--- src/rtl/pdi_seg_parser.sv ---
module pdi_seg_parser (
  input  logic        clk,
  input  logic        rst_n,
  input  logic [31:0] in_data,
  input  logic        in_valid,
  output logic        in_ready,
  output logic        out_valid,
  input  logic        out_ready,
  output logic [31:0] out_data,
  output logic [1:0]  out_op,
  output logic [3:0]  out_type,
  output logic [2:0]  out_bytes,
  output logic        out_eot,
  output logic        out_eoi
);

  typedef enum logic [2:0] {S_INSTR, S_HDR, S_DATA, S_EMPTY, S_KEY} st_t;

  st_t         st;
  logic [1:0]  op_q;
  logic [3:0]  type_q;
  logic        eot_q, eoi_q;
  logic [15:0] rem_q;

  logic        last_w, fin_w, take, give;
  logic [2:0]  bytes_w;
  logic [31:0] masked;

  assign last_w  = rem_q <= 16'd4;
  assign bytes_w = last_w ? rem_q[2:0] : 3'd4;
  assign fin_w   = (st == S_DATA && last_w) || st == S_EMPTY;

  always_comb begin
    masked = in_data;
    for (int i = 0; i < 4; i++)
      if (3'(i) >= bytes_w) masked[31-8*i -: 8] = 8'h00;
  end

  assign in_ready  = st == S_INSTR || st == S_HDR || (st == S_DATA && out_ready);
  assign out_valid = (st == S_DATA && in_valid) || st == S_EMPTY || st == S_KEY;
  assign out_op    = (st == S_KEY) ? 2'd3 : op_q;
  assign out_type  = (st == S_KEY) ? 4'd0 : type_q;
  assign out_bytes = (st == S_DATA) ? bytes_w : 3'd0;
  assign out_data  = (st == S_DATA) ? masked : 32'h0;
  assign out_eot   = fin_w && eot_q;
  assign out_eoi   = st == S_KEY || (fin_w && eoi_q);

  assign take = in_valid && in_ready;
  assign give = out_valid && out_ready;

  always_ff @(posedge clk) begin
    if (!rst_n) begin
      st     <= S_INSTR;
      op_q   <= 2'd0;
      type_q <= 4'd0;
      eot_q  <= 1'b0;
      eoi_q  <= 1'b0;
      rem_q  <= 16'd0;
    end else begin
      case (st)
        S_INSTR: if (take) begin
          case (in_data[31:28])
            4'b0010: begin op_q <= 2'd1; st <= S_HDR; end
            4'b0011: begin op_q <= 2'd2; st <= S_HDR; end
            4'b0111: st <= S_KEY;
            default: st <= S_INSTR;
          endcase
        end
        S_HDR: if (take) begin
          type_q <= in_data[31:28];
          eoi_q  <= in_data[27];
          eot_q  <= in_data[25];
          rem_q  <= in_data[15:0];
          st     <= (in_data[15:0] == 16'd0) ? S_EMPTY : S_DATA;
        end
        S_DATA: if (give) begin
          if (last_w) st <= eoi_q ? S_INSTR : S_HDR;
          else        rem_q <= rem_q - 16'd4;
        end
        S_EMPTY: if (give) st <= eoi_q ? S_INSTR : S_HDR;
        S_KEY:   if (give) st <= S_INSTR;
        default: st <= S_INSTR;
      endcase
    end
  end

  a_r1_idle_after_reset: assert property (@(posedge clk) disable iff (!rst_n)
    $rose(rst_n) |-> in_ready && !out_valid);

  a_r6_word_needs_sink: assert property (@(posedge clk) disable iff (!rst_n)
    in_valid && in_ready && out_valid |-> out_ready);

  a_r7_bytes_bound: assert property (@(posedge clk) disable iff (!rst_n)
    out_valid |-> out_bytes <= 3'd4);

  a_r8_single_byte_clear: assert property (@(posedge clk) disable iff (!rst_n)
    out_valid && out_bytes == 3'd1 |-> out_data[23:0] == 24'h0);

  a_r10_marker_takes_nothing: assert property (@(posedge clk) disable iff (!rst_n)
    out_valid && out_bytes == 3'd0 |-> !in_ready && out_data == 32'h0);

  a_r11_back_to_instr: assert property (@(posedge clk) disable iff (!rst_n)
    out_valid && out_ready && out_eoi |=> in_ready && !out_valid);

endmodule

--- config.mk ---
export PLATFORM = sky130hd
export DESIGN_NAME = pdi_seg_parser
export DESIGN_NICKNAME = d
export VERILOG_FILES = /design/src/rtl/pdi_seg_parser.sv
export SDC_FILE = /design/constraint.sdc
export NUM_CORES = 1
export LEC_CHECK = 0
export BUFFER_PORTS_ARGS = -buffer_cell sky130_fd_sc_hd__buf_2
export CORE_MARGIN = 2
export CORE_UTILIZATION = 29
export DETAILED_ROUTE_END_ITERATION = 10
export GPL_ROUTABILITY_DRIVEN = 1
export REMOVE_ABC_BUFFERS = 1
export SLEW_MARGIN = 10
export SYNTH_ARGS = -nofsm -noshare
export SYNTH_HDL_FRONTEND = slang
export SYNTH_SLANG_ARGS = --single-unit
--- constraint.sdc ---
create_clock -name clk -period 2.58 [get_ports clk]
set_clock_uncertainty 0.05 [all_clocks]
set_input_delay 0.516 -clock clk [delete_from_list [all_inputs] [get_ports clk]]
set_output_delay 0.516 -clock clk [all_outputs]
set_load 0.01 [all_outputs]
==> results.py <==
metrics = {
    "placed_design": {
        "io_buffers": 80,
        "hpwlAfterDp_mm": 4.47,
        "pre_cts_slack_ns": 0.0597,
        "place_congestion": 0.885,
    },
    "die": {
        "fp.dieH_um": 85.4,
        "die_w_um": 85.4,
        "die_area_mm2": 0.00729,
        "initial_core_util": 0.301,
        "rows": 29,
        "io-pin-count": 81,
        "core_mm2": 0.00639,
    },
    "synth": {
        "yosysTopAreaCellShare": 0.281,
        "synth_area_leaders": "dfxtp_1 (28%), and2_1 (11%), a21oi_1 (8.9%), nand2_1 (7.4%), nor2_1 (3.9%)",
        "synth_cell_types": 48,
        "synth_ff_type": "dfxtp_1",
        "synth_cells": 270,
        "syn_area_per_cell_um2": 7.11,
        "netlist_area_mm2": 0.00192,
        "ys_ff_latch": 27,
        "async_reset_ff_frac": 0,
        "yosysTopAreaCell": "dfxtp_1",
        "yosysSeqAreaShare": 0.281,
        "synth_edf_count": 0,
        "yosysWarnings": 0,
    },
    "clock_tree": {
        "cts_buffer_depth": 2,
        "htreeDepth": 1,
        "clockRootBuffer": "clkbuf_8",
        "ctsHoldBuffers": 0,
        "cts_buffers": 3,
        "insertion_delay_ns": 0.28,
        "clk_pin_slew_worst_paths_ns": 0.10,
        "cts.sinks": 27,
        "cts_tree": "yes",
    },
    "outcome": {
        "status": "completed",
    },
    "final_layout": {
        "drive_gt1_frac": 0.356,
        "diodes": 0,
        "synthToLayoutAreaGrowth_pct": 37.6,
        "utilization": 0.414,
        "fin_nets": 393,
    },
    "timing": {
        "fin_crit_ns": 2.49,
        "setup_slack_ns": 0.0928,
        "setup_violations": 0,
        "finalHoldViolations": 0,
        "max_freq_mhz": 402,
        "drv_slew": 0,
        "fin_crit_sh": 0.964,
        "worstMarginPinSlew_ns": 0.462,
        "relSlewSlack": 0.692,
    },
    "critical_path": {
        "cp-startpoint": "rem_q[3]",
        "reg2reg_to": "rem_q[14]",
        "endpoint": "out_data[10]",
        "rr_worst_depth": 7,
        "reg2reg_from": "rem_q[2]",
        "cp-start-kind": "register",
        "crit_path_max_fanout": 8,
        "reg2reg_slack_ns": 0.30,
        "crit_type": "register to output pin",
        "arrival_ns": 1.92,
        "required_ns": 2.01,
        "endpoint_kind": "output pin",
    },
    "detailed_routing": {
        "wl_mm": 6.03,
        "routed_wire_length_per_instance_um": 14.0,
        "vias_per_cell": 5.10,
        "num_vias": 2200,
        "drcViolationCount": 0,
        "ant_nets": 0,
        "drt-initial-drc-count": 67,
        "dr.pass1.iters": 4,
    },
    "power": {
        "vdd_drop_max_v": 0.000179,
        "power.density_mw_per_mm2": 401,
        "p_leak_uw": 0.00124,
    },
    "global_route": {
        "use_met1": 0.211,
        "met2_usage": 0.272,
        "grt_use_met3": 0.0331,
        "grt_overflow": 0,
        "grt_usage": 0.164,
        "grt.busiest_layer": "met2",
        "grt_pass1_wl_mm": 9.76,
        "grt_antenna_before_repair": 0,
        "grt_pass1_vias": 2041,
        "grt_max_degree": 23,
    },
    "hold_path": {
        "min_path_type": "register to register",
        "whs_path_depth": 2,
    },
    "job": {
        "maxCapViolCount": 0,
    },
}
## cell usage after synthesis (all sizes together) (3+ instances only)
| cell type | instances |
|---|---|
| nand2 | 38 |
| and3 | 3 |
| o211ai | 4 |
| o21ai | 16 |
| and2 | 37 |
| nand3 | 6 |
| nor2 | 20 |
| nor2b | 4 |
| a31oi | 3 |
| inv | 11 |
| nor4 | 8 |
| clkbuf | 11 |
| dfxtp | 27 |
| nand2b | 5 |
| nor3 | 7 |
| a21oi | 34 |
| nand4 | 3 |
## metal layers
| metal | share of wire | wire (um) |
|---|---|---|
| met5 | 0 | 0 |
| met4 | 0.020 | 119 |
| met3 | 0.061 | 367 |
| met2 | 0.47 | 2840 |
| met1 | 0.45 | 2710 |
## how the worst min path moves through the flow
stage,startpoint,to,slack [ns]
6_report,type_q[3],type_q[3],0.41
3_5_place_dp,type_q[3],type_q[3],0.39
2_1_floorplan,eot_q,eot_q,0.38
5_1_grt,in_data[25],eot_q,0.43
3_3_place_gp,type_q[2],type_q[2],0.39
4_1_cts,type_q[3],type_q[3],0.41
## flip-flops by register name, summed over array words and instances, names as in the netlist
signal  count
eoi_q       1
st          3
rem_q      16
op_q        2
type_q      4
eot_q       1
## kinds of logic after synthesis
kind of cell / count (synthesis) / share of synthesized area
adder cells (fa/ha/maj): 2 / 0.0130
buffers and inverters: 24 / 0.0495
flip-flops: 27 / 0.281
AND/OR/NAND/NOR: 140 / 0.401
AO/OA/AOI/OAI: 74 / 0.239
multiplexers: 3 / 0.0163
## critical path, stage by stage, from the launching register on
cell,delay (ns)
dfxtp_4,0.38
inv_4,0.05
ha_4,0.15
nor3b_4,0.16
o21ai_2,0.20
nor2_4,0.07
buf_6,0.13
a21oi_4,0.23
and2_4,0.19
buf_6,0.09
## layout make-up
class | count | area [um^2]
Fill cell | 667 | 3740
Multi-Input combinational cell | 219 | 1390
Sequential cell | 27 | 554
Timing Repair Buffer | 93 | 514
Tap cell | 77 | 96.3
Inverter | 11 | 43.8
Clock buffer | 3 | 41.3
Clock inverter | 1 | 7.51
## per-stage QoR
| stage | std cells | hold slack (ns) | setup TNS, ns | power [uW] | area (um^2) |
|---|---|---|---|---|---|
| 6_report | 431 | 0.409 | 0 | 1060 | 2640 |
| 3_5_place_dp | 423 | 0.393 | 0 | 746 | 2430 |
| 3_3_place_gp | 423 | 0.390 | 0 | 742 | 2430 |
| 2_1_floorplan | 257 | 0.382 | 0 | 632 | 1870 |
| 5_1_grt | 431 | 0.426 | -0.00255 | 1130 | 2640 |
| 4_1_cts | 428 | 0.409 | -0.0902 | 1030 | 2540 |
## where the power goes
group	switching, uW	internal [uW]	leakage, uW
clock network	150	110	0.0000217
logic	199	148	0.000996
registers	20.8	431	0.000222
## timing repair
| action | 4_1_cts | 5_1_grt |
|---|---|---|
| buffers inserted | 1 | 3 |
| gates resized for setup | 11 | 23 |
| endpoints found under the setup margin | 33 | 35 |
| pin swaps | 3 | 11 |
## cells in the final DEF (no fill, tap or decap), types with 3 or more instances in the layout
| cell | synthesis | layout |
|---|---|---|
| a21oi_1 | 34 | 31 |
| and2_1 | 35 | 33 |
| and2_4 | 1 | 3 |
| and3_1 | 3 | 3 |
| buf_2 | 1 | 78 |
| buf_4 | 1 | 12 |
| buf_6 | 0 | 3 |
| clkbuf_8 | 0 | 3 |
| dfxtp_1 | 27 | 22 |
| dfxtp_4 | 0 | 3 |
| inv_1 | 11 | 10 |
| nand2_1 | 38 | 38 |
| nand2b_1 | 5 | 5 |
| nand3_1 | 6 | 5 |
| nand4_1 | 3 | 3 |
| nor2_1 | 20 | 19 |
| nor2b_1 | 4 | 4 |
| nor3_1 | 6 | 6 |
| nor4_1 | 5 | 5 |
| nor4_4 | 2 | 3 |
| o211ai_1 | 4 | 4 |
| o21ai_0 | 15 | 14 |
Power figures use the tool's default switching activity.
